`src/rtl/vseq_pkg.sv`:
```
package vseq_pkg;
  localparam int ELEMS  = 8;
  localparam int ELEMW  = $clog2(ELEMS);
  localparam int VREGS  = 32;
  localparam int VREGW  = $clog2(VREGS);
  localparam int FLATW  = VREGW + ELEMW;
  localparam int SREGW  = 6;
  localparam int VLENW  = ELEMW + 1;
  localparam int NOPS   = 3;

  typedef struct packed {
    logic load;
    logic step;
  } seqStrobe_t;
endpackage

```
`src/rtl/vseq_ctrl.sv`:
```
module vseq_ctrl
  import vseq_pkg::*;
(
  input  logic       clk,
  input  logic       rstN,
  input  logic       inValid,
  input  logic       outReady,
  input  logic       isLast,
  output logic       inReady,
  output logic       outValid,
  output seqStrobe_t strobe
);
  logic busy;

  always_comb begin
    strobe.load = inValid && !busy;
    strobe.step = busy && outReady;
  end

  always_ff @(posedge clk or negedge rstN) begin
    if (!rstN) busy <= 1'b0;
    else if (strobe.load) busy <= 1'b1;
    else if (strobe.step && isLast) busy <= 1'b0;
  end

  assign inReady  = !busy;
  assign outValid = busy;

  // the group stays in flight until its last op is taken
  a_r7_stay_busy: assert property (@(posedge clk) disable iff (!rstN)
    busy && !(outReady && isLast) |=> busy && !inReady);
endmodule

```
`src/rtl/vseq_dp.sv`:
```
module vseq_dp
  import vseq_pkg::*;
#(
  parameter int OPW = 8
) (
  input  logic             clk,
  input  logic             rstN,
  input  seqStrobe_t       strobe,
  input  logic             inVec,
  input  logic [OPW-1:0]   inOp,
  input  logic [SREGW-1:0] inDst,
  input  logic [SREGW-1:0] inSrcA,
  input  logic [SREGW-1:0] inSrcB,
  input  logic             inSrcBScalar,
  input  logic [VLENW-1:0] inVlen,
  output logic             isLast,
  output logic [OPW-1:0]   outOp,
  output logic [FLATW-1:0] outDst,
  output logic [FLATW-1:0] outSrcA,
  output logic [FLATW-1:0] outSrcB,
  output logic [ELEMW-1:0] outElem,
  output logic             outFirst,
  output logic             outLast
);
  logic             capVec;
  logic [OPW-1:0]   capOp;
  logic [SREGW-1:0] capReg  [NOPS];
  logic [NOPS-1:0]  capHold;
  logic [ELEMW-1:0] capLast;
  logic [ELEMW-1:0] elem;
  logic [ELEMW-1:0] effLast;
  logic [FLATW-1:0] flat    [NOPS];

  // last element index derived from the requested length
  always_comb begin
    if (!inVec)
      effLast = '0;
    else if (inVlen == '0 || inVlen >= VLENW'(ELEMS))
      effLast = ELEMW'(ELEMS - 1);
    else
      effLast = ELEMW'(inVlen - VLENW'(1));
  end

  always_ff @(posedge clk or negedge rstN) begin
    if (!rstN) begin
      capVec  <= 1'b0;
      capOp   <= '0;
      capHold <= '0;
      capLast <= '0;
      elem    <= '0;
      for (int i = 0; i < NOPS; i++) capReg[i] <= '0;
    end else if (strobe.load) begin
      capVec    <= inVec;
      capOp     <= inOp;
      capHold   <= {inSrcBScalar, 2'b00};
      capLast   <= effLast;
      elem      <= '0;
      capReg[0] <= inDst;
      capReg[1] <= inSrcA;
      capReg[2] <= inSrcB;
    end else if (strobe.step && !isLast) begin
      elem <= elem + 1'b1;
    end
  end

  // one index builder per operand slot
  for (genvar g = 0; g < NOPS; g++) begin : g_flat
    always_comb begin
      if (capVec && !capHold[g])
        flat[g] = {capReg[g][VREGW-1:0], elem};
      else
        flat[g] = FLATW'(capReg[g]);
    end
  end

  assign isLast   = (elem == capLast);
  assign outOp    = capOp;
  assign outDst   = flat[0];
  assign outSrcA  = flat[1];
  assign outSrcB  = flat[2];
  assign outElem  = elem;
  assign outFirst = (elem == '0);
  assign outLast  = isLast;

  // consecutive replicas step the destination by one
  a_r4_dst_step: assert property (@(posedge clk) disable iff (!rstN)
    strobe.step && !isLast |=> outDst == FLATW'($past(outDst) + FLATW'(1)));

  // a scalar operand source is held across replicas
  a_r5_hold_scalar_src: assert property (@(posedge clk) disable iff (!rstN)
    strobe.step && !isLast && capHold[2] |=> outSrcB == $past(outSrcB));
endmodule

```
`src/rtl/vec_elem_seq.sv`:
```
module vec_elem_seq
  import vseq_pkg::*;
#(
  parameter int OPW = 8
) (
  input  logic             clk,
  input  logic             rstN,
  input  logic             inValid,
  output logic             inReady,
  input  logic             inVec,
  input  logic [OPW-1:0]   inOp,
  input  logic [SREGW-1:0] inDst,
  input  logic [SREGW-1:0] inSrcA,
  input  logic [SREGW-1:0] inSrcB,
  input  logic             inSrcBScalar,
  input  logic [VLENW-1:0] inVlen,
  output logic             outValid,
  input  logic             outReady,
  output logic [OPW-1:0]   outOp,
  output logic [FLATW-1:0] outDst,
  output logic [FLATW-1:0] outSrcA,
  output logic [FLATW-1:0] outSrcB,
  output logic [ELEMW-1:0] outElem,
  output logic             outFirst,
  output logic             outLast
);
  seqStrobe_t strobe;
  logic       isLast;

  vseq_ctrl i_ctrl (
    .clk(clk), .rstN(rstN), .inValid(inValid), .outReady(outReady),
    .isLast(isLast), .inReady(inReady), .outValid(outValid), .strobe(strobe)
  );

  vseq_dp #(.OPW(OPW)) i_dp (
    .clk(clk), .rstN(rstN), .strobe(strobe), .inVec(inVec), .inOp(inOp),
    .inDst(inDst), .inSrcA(inSrcA), .inSrcB(inSrcB),
    .inSrcBScalar(inSrcBScalar), .inVlen(inVlen), .isLast(isLast),
    .outOp(outOp), .outDst(outDst), .outSrcA(outSrcA), .outSrcB(outSrcB),
    .outElem(outElem), .outFirst(outFirst), .outLast(outLast)
  );

  // a stalled micro-op is held unchanged
  a_r8_hold: assert property (@(posedge clk) disable iff (!rstN)
    outValid && !outReady |=> outValid && $stable(outDst) && $stable(outSrcA)
      && $stable(outSrcB) && $stable(outElem) && $stable(outOp));

  // the group ends right after its last op is taken
  a_r9_last_ends: assert property (@(posedge clk) disable iff (!rstN)
    outValid && outReady && outLast |=> !outValid);
endmodule

```
`config.mk`:
```
export PLATFORM = sky130hd
export DESIGN_NAME = vec_elem_seq
export DESIGN_NICKNAME = d
export VERILOG_FILES = /design/src/rtl/vseq_pkg.sv /design/src/rtl/vseq_ctrl.sv /design/src/rtl/vseq_dp.sv /design/src/rtl/vec_elem_seq.sv
export SDC_FILE = /design/constraint.sdc
export NUM_CORES = 1
export LEC_CHECK = 0
export BUFFER_PORTS_ARGS = -buffer_cell sky130_fd_sc_hd__buf_2
export CORE_MARGIN = 4
export CORE_UTILIZATION = 43
export CTS_BUF_LIST = sky130_fd_sc_hd__clkbuf_8 sky130_fd_sc_hd__clkbuf_16
export DETAILED_ROUTE_END_ITERATION = 12
export HOLD_SLACK_MARGIN = 0.02
export PLACE_DENSITY = 0.76
export SETUP_SLACK_MARGIN = 0.4
export SLEW_MARGIN = 20
export SYNTH_ARGS = -nofsm -noshare
export SYNTH_HDL_FRONTEND = slang
export SYNTH_SLANG_ARGS = --single-unit
```
`constraint.sdc`:
```
create_clock -name clk -period 1.25 [get_ports clk]
set_input_delay 0.1875 -clock clk [delete_from_list [all_inputs] [get_ports clk]]
set_output_delay 0.1875 -clock clk [all_outputs]
set_load 0.005 [all_outputs]
```
# ---- Word level (Yosys, flattened, before mapping)
# Cells that the tools add are included.
dict set report op_classes {
  mux 9
  n_eq_ne 1
  n_lt_le_gt_ge 1
  addsub 2
  reduce_logical 13
}
# cell count
set op_table {}
lappend op_table {{2-to-1 mux 8 bit} 3}
lappend op_table {{2-to-1 mux 3 bit} 4}
lappend op_table {{logical AND 1 bit} 5}
lappend op_table {{greater-or-equal comparator 4 bit, second input constant} 1}
lappend op_table {{logical NOT 4 bit} 1}
lappend op_table {{nonzero test 2 bit} 2}
lappend op_table {{adder 3 x 1 -> 3 bit, second input constant} 1}
lappend op_table {{equality test 3 bit} 1}
lappend op_table {{logical NOT 1 bit} 3}
lappend op_table {{logical NOT 3 bit} 1}
lappend op_table {{subtractor 3 x 1 -> 3 bit, second input constant} 1}
lappend op_table {{2-to-1 mux 1 bit} 2}
lappend op_table {{logical OR 1 bit} 1}
dict set report totals {
  inputBits 36
  word_cells 35
  out_inout_bits 39
  register_bits 35
}

# ---- Depth between registers and ports, before layout
dict set report depth {
  depth_word 5
  depth_mapped 6
  mapped_depth_nobuf 5
}

# ---- Modules after synthesis
# Synthesis repeated with hierarchy kept, for this count alone.
dict set report unflattened {
  hier_cells 161
  area_unflattened_um2 1795.5
}
# mod area_per_inst_um2 cells_each n_inst seq_area_each_um2
set by_module_without_submodules {}
lappend by_module_without_submodules {vseq_dp 1736.7 155 1 850.8}
lappend by_module_without_submodules {vseq_ctrl 58.8 6 1 25.0}

# ---- Least setup slack after synthesis
# OpenSTA, ideal clock, no wires.
dict set report synth_path {
  path_type {flip-flop to flip-flop}
  from {register i_dp.elem[1], in the netlist i_dp.outElem[1]}
  to {register i_dp.elem[2], in the netlist i_dp.outElem[2]}
  path_slack_ps -158
  stages_incl_launch_ff 5
  required_ps 1168
  arrival_ps 1326
  n_path_buf 0
  synth_period_minus_slack_ps 1408
  setup_ps 82
  path_cell_list {dfrtp_1 ha_1 nand3_1 or4b_1 a31oi_1}
}
dict set report synth_via {
  elab_chain_len 4
}
# item line
set synth_lines {}
lappend synth_lines {{start, declared} vseq_dp.sv:30} ;# logic [ELEMW-1:0] elem;
lappend synth_lines {{start signal, assigned} vseq_dp.sv:62} ;# elem <= elem + 1'b1;
lappend synth_lines {{branches (longest 4 deep; another with adder 3 x 1 -> 3 bit)} n/a}
# Several ways; the timed one is not identified. The select of a mux whose other input is x is not followed.
# A chain may end at the register's enable or synchronous reset.

# ---- Worst setup path after layout
dict set report layout_path {
  from {register i_dp.elem[1], in the netlist i_dp.outElem[1]}
  to {output outLast}
}
dict set report layout_via {
  elab_chain_len 1
}
# item line
set layout_lines {}
lappend layout_lines {{equality test 3 bit} vseq_dp.sv:76} ;# assign isLast = (elem == capLast);
lappend layout_lines {{end, declared} vec_elem_seq.sv:25} ;# output logic outLast
# Every way passes these cells.

==> flow_metrics.tcl <==
set metrics [dict create \
    power.leakage_nw 1.83 \
    num_rows 23 \
    syn-num-nets 247 \
    first_pass_iters 4 \
    grt_pass1_vias 1951 \
    diodes 0 \
    fin_cells 387 \
    grt_max_degree 20 \
    worst_clock_skew_ns 0.00631 \
    crit_fanout 3 \
    fmax_mhz 626 \
    worst_pin_slew_ns 0.467 \
    rsz0062_at_grt "yes" \
    hold_violations 17 \
    nets 375 \
    fin_crit_sh_pct 128 \
    busiest_layer "met2" \
    setup_violations 41 \
    crit_type "reg -> out" \
    via_per_inst 5.16 \
    die_w_um 72.3 \
    drtIter0Drc 94 \
    fillers 202 \
    vdd_drop_max_mv 1.36 \
    die_h_um 72.3 \
    grt_use_met2_pct 38.3 \
    layout-drive-gt1-share_pct 69.1 \
    tns_ns -7.15 \
    multi_input_area_mm2 0.00123 \
    clock_sinks 35 \
    start_util_pct 44.4 \
    synthFlopType "dfrtp_1" \
    hold_path_class "in -> async" \
    coreArea_mm2 0.00400 \
    ys_seq_elements 35 \
    htreeDepth 2 \
    grt_overflow 0 \
    ys_seq_area_share_pct 49.3 \
    violations "negative hold slack, negative setup slack" \
    holdWs_ns -0.166 \
    syn_avg_cell_area_um2 8.54 \
    ios 75 \
    synth_area_mm2 0.00178 \
    seq_area_um2 880 \
    cap_violations 0 \
    pre_cts_ws_ns -0.0902 \
    cts_tree "built" \
    grt_pass1_wl_um 9130 \
    finalCriticalPeriod_ns 1.60 \
    numCtsBuffers 5 \
    synthArstFlopShare_pct 100 \
    max-clock-path-buffers 2 \
    routabilityCongestion 0.809 \
    slew_headroom_pct 68.9 \
    synthToLayoutAreaGrowth_pct 94.8 \
    cp.arrival_ns 1.41 \
    dieArea_mm2 0.00522 \
    synth_edf_count 0 \
    hpwl_um 3480 \
    grtUsageMet1_pct 26.8 \
    use_met3_pct 6.65 \
    worstSkewPairLatency_ns 0.30 \
    gr-usage-all-layers_pct 22.8 \
    drcViolationCount 0 \
    antenna_found_initial 0 \
    dp.cells 346 \
    end_kind "output port" \
    cp_data_required_time_ns 1.06 \
    wirelength_um 6640 \
    yosys_warnings 0 \
    status "complete, but fails checks" \
    slew_violations 0 \
    io_buffers 74 \
    ys_types 28 \
    postSynthCellCount 208 \
    vias 1995 \
    ant_nets 0 \
    cts_root_buffer "clkbuf_8" \
    setup_ws_ns -0.347 \
    path_clk_slew_ns 0.07 \
    wl_per_cell_um 17.2 \
    powerDensity_mw_per_mm2 2560 \
    start_kind "register" \
]
[worst paths after layout]
path / from / endpoint / slack, ns / cells past startpoint
max: i_dp.outElem[1]$_DFFE_PN0P_ / outLast / -0.35 / 5
min: rstN / i_dp.capReg[16]$_DFFE_PN0P_ / -0.17 / 1
max reg2reg: i_dp.capLast[2]$_DFFE_PN0P_ / i_dp.outElem[1]$_DFFE_PN0P_ / -0.29 / 4
min reg2reg: i_dp.outOp[4]$_DFFE_PN0P_ / i_dp.outOp[4]$_DFFE_PN0P_ / 0.47 / 2
max in group asynchronous: rstN / i_dp.outOp[1]$_DFFE_PN0P_ / 0.83 / 2
min in group clk: inSrcB[2] / i_dp.capReg[2]$_DFFE_PN0P_ / 0.09 / 3
[flip-flops by register name (all words and copies together), names as in the netlist]
register / flops
i_dp.capReg: 18
i_dp.outOp: 8
i_dp.capLast: 3
i_dp.outElem: 3
i_ctrl.outValid: 1
i_dp.capHold: 1
i_dp.capVec: 1
[stage by stage]
step | utilization [%] | total power, mW | hold slack, ns | instance area (µm²)
after detailed placement | 61.5 | 5.44 | 0.158 | 2460
after CTS | 75.4 | 7.60 | -0.160 | 3010
after global placement | 61.5 | 5.33 | 0.141 | 2460
final | 86.5 | 8.85 | -0.166 | 3460
after floorplan | - | 4.08 | -0.108 | 1970
after global routing | 86.5 | 9.37 | -0.148 | 3460
[placed cells by master, fill, tap and decap left out, drive strengths merged]
master	n
ha	3
o311ai	2
o32a	1
dfrtp	35
nand3	2
and3	1
or3	1
xor2	4
clkbuf	5
nor2	3
o21ai	20
nor4	1
nand2	80
clkinv	1
and2	5
a211o	2
a31oi	1
a21oi	1
buf	133
mux2	10
nand2b	2
xnor2	2
or4b	1
nor2b	3
o211ai	1
inv	15
clkinvlp	1
a211oi	1
[metal layers]
| layer | wire, µm | up-vias |
|---|---|---|
| li1 | - | 926 |
| met1 | 2530 | 972 |
| met2 | 3590 | 81 |
| met3 | 368 | 16 |
| met4 | 154 | 0 |
| met5 | 0 | - |
[kinds of logic after synthesis]
| logic type | after synthesis | share of synthesized area, % |
|---|---|---|
| AND/OR/NAND/NOR | 99 | 23.3 |
| flip-flops | 35 | 49.3 |
| AO/OA/AOI/OAI | 29 | 9.66 |
| buffers and inverters | 26 | 6.27 |
| multiplexers | 10 | 6.34 |
| XOR/XNOR | 6 | 2.96 |
| adder cells (fa/ha/maj) | 3 | 2.11 |
[area by class of cell]
class	count	share of cell area, %
sequential	35	25.4
clock buffer	5	1.99
clock inverter	3	0.470
inverter	14	1.66
tap	50	1.81
multi-input combinational	147	35.7
timing repair buffer	133	32.9
[synthesized netlist by cell type (3+ instances only)]
cell      instances  area [µm²]
nand2_1          80         300
dfrtp_1          35         876
o21ai_0          20         100
inv_1            14        52.6
mux2_2           10         113
clkbuf_1          6        22.5
and2_1            5        31.3
buf_2             4        20.0
xor2_1            4        35.0
ha_1              3        37.5
nor2_1            3        11.3
nor2b_1           3        18.8
[power breakdown]
part / total (mW) / leakage (nW) / switching (mW) / internal [mW]
clock: 0.803 / 0.0453 / 0.422 / 0.381
sequential: 2.08 / 0.429 / 0.417 / 1.67
combinational: 5.97 / 1.35 / 2.59 / 3.38
[worst max-delay path, stage by stage (launching register included)]
cell,delay (ns)
dfrtp_2,0.43
buf_6,0.13
xnor2_4,0.17
nand2_2,0.09
nor2_2,0.14
buf_2,0.16
[what timing repair did]
action,in CTS,in global routing
endpoints found under the hold margin,17,17
setup endpoints to repair,74,74
cloned,4,0
pin swaps,19,38
buffers inserted,14,15
gates resized for setup,81,79
Note: power is estimated with default switching activity, not from simulation.
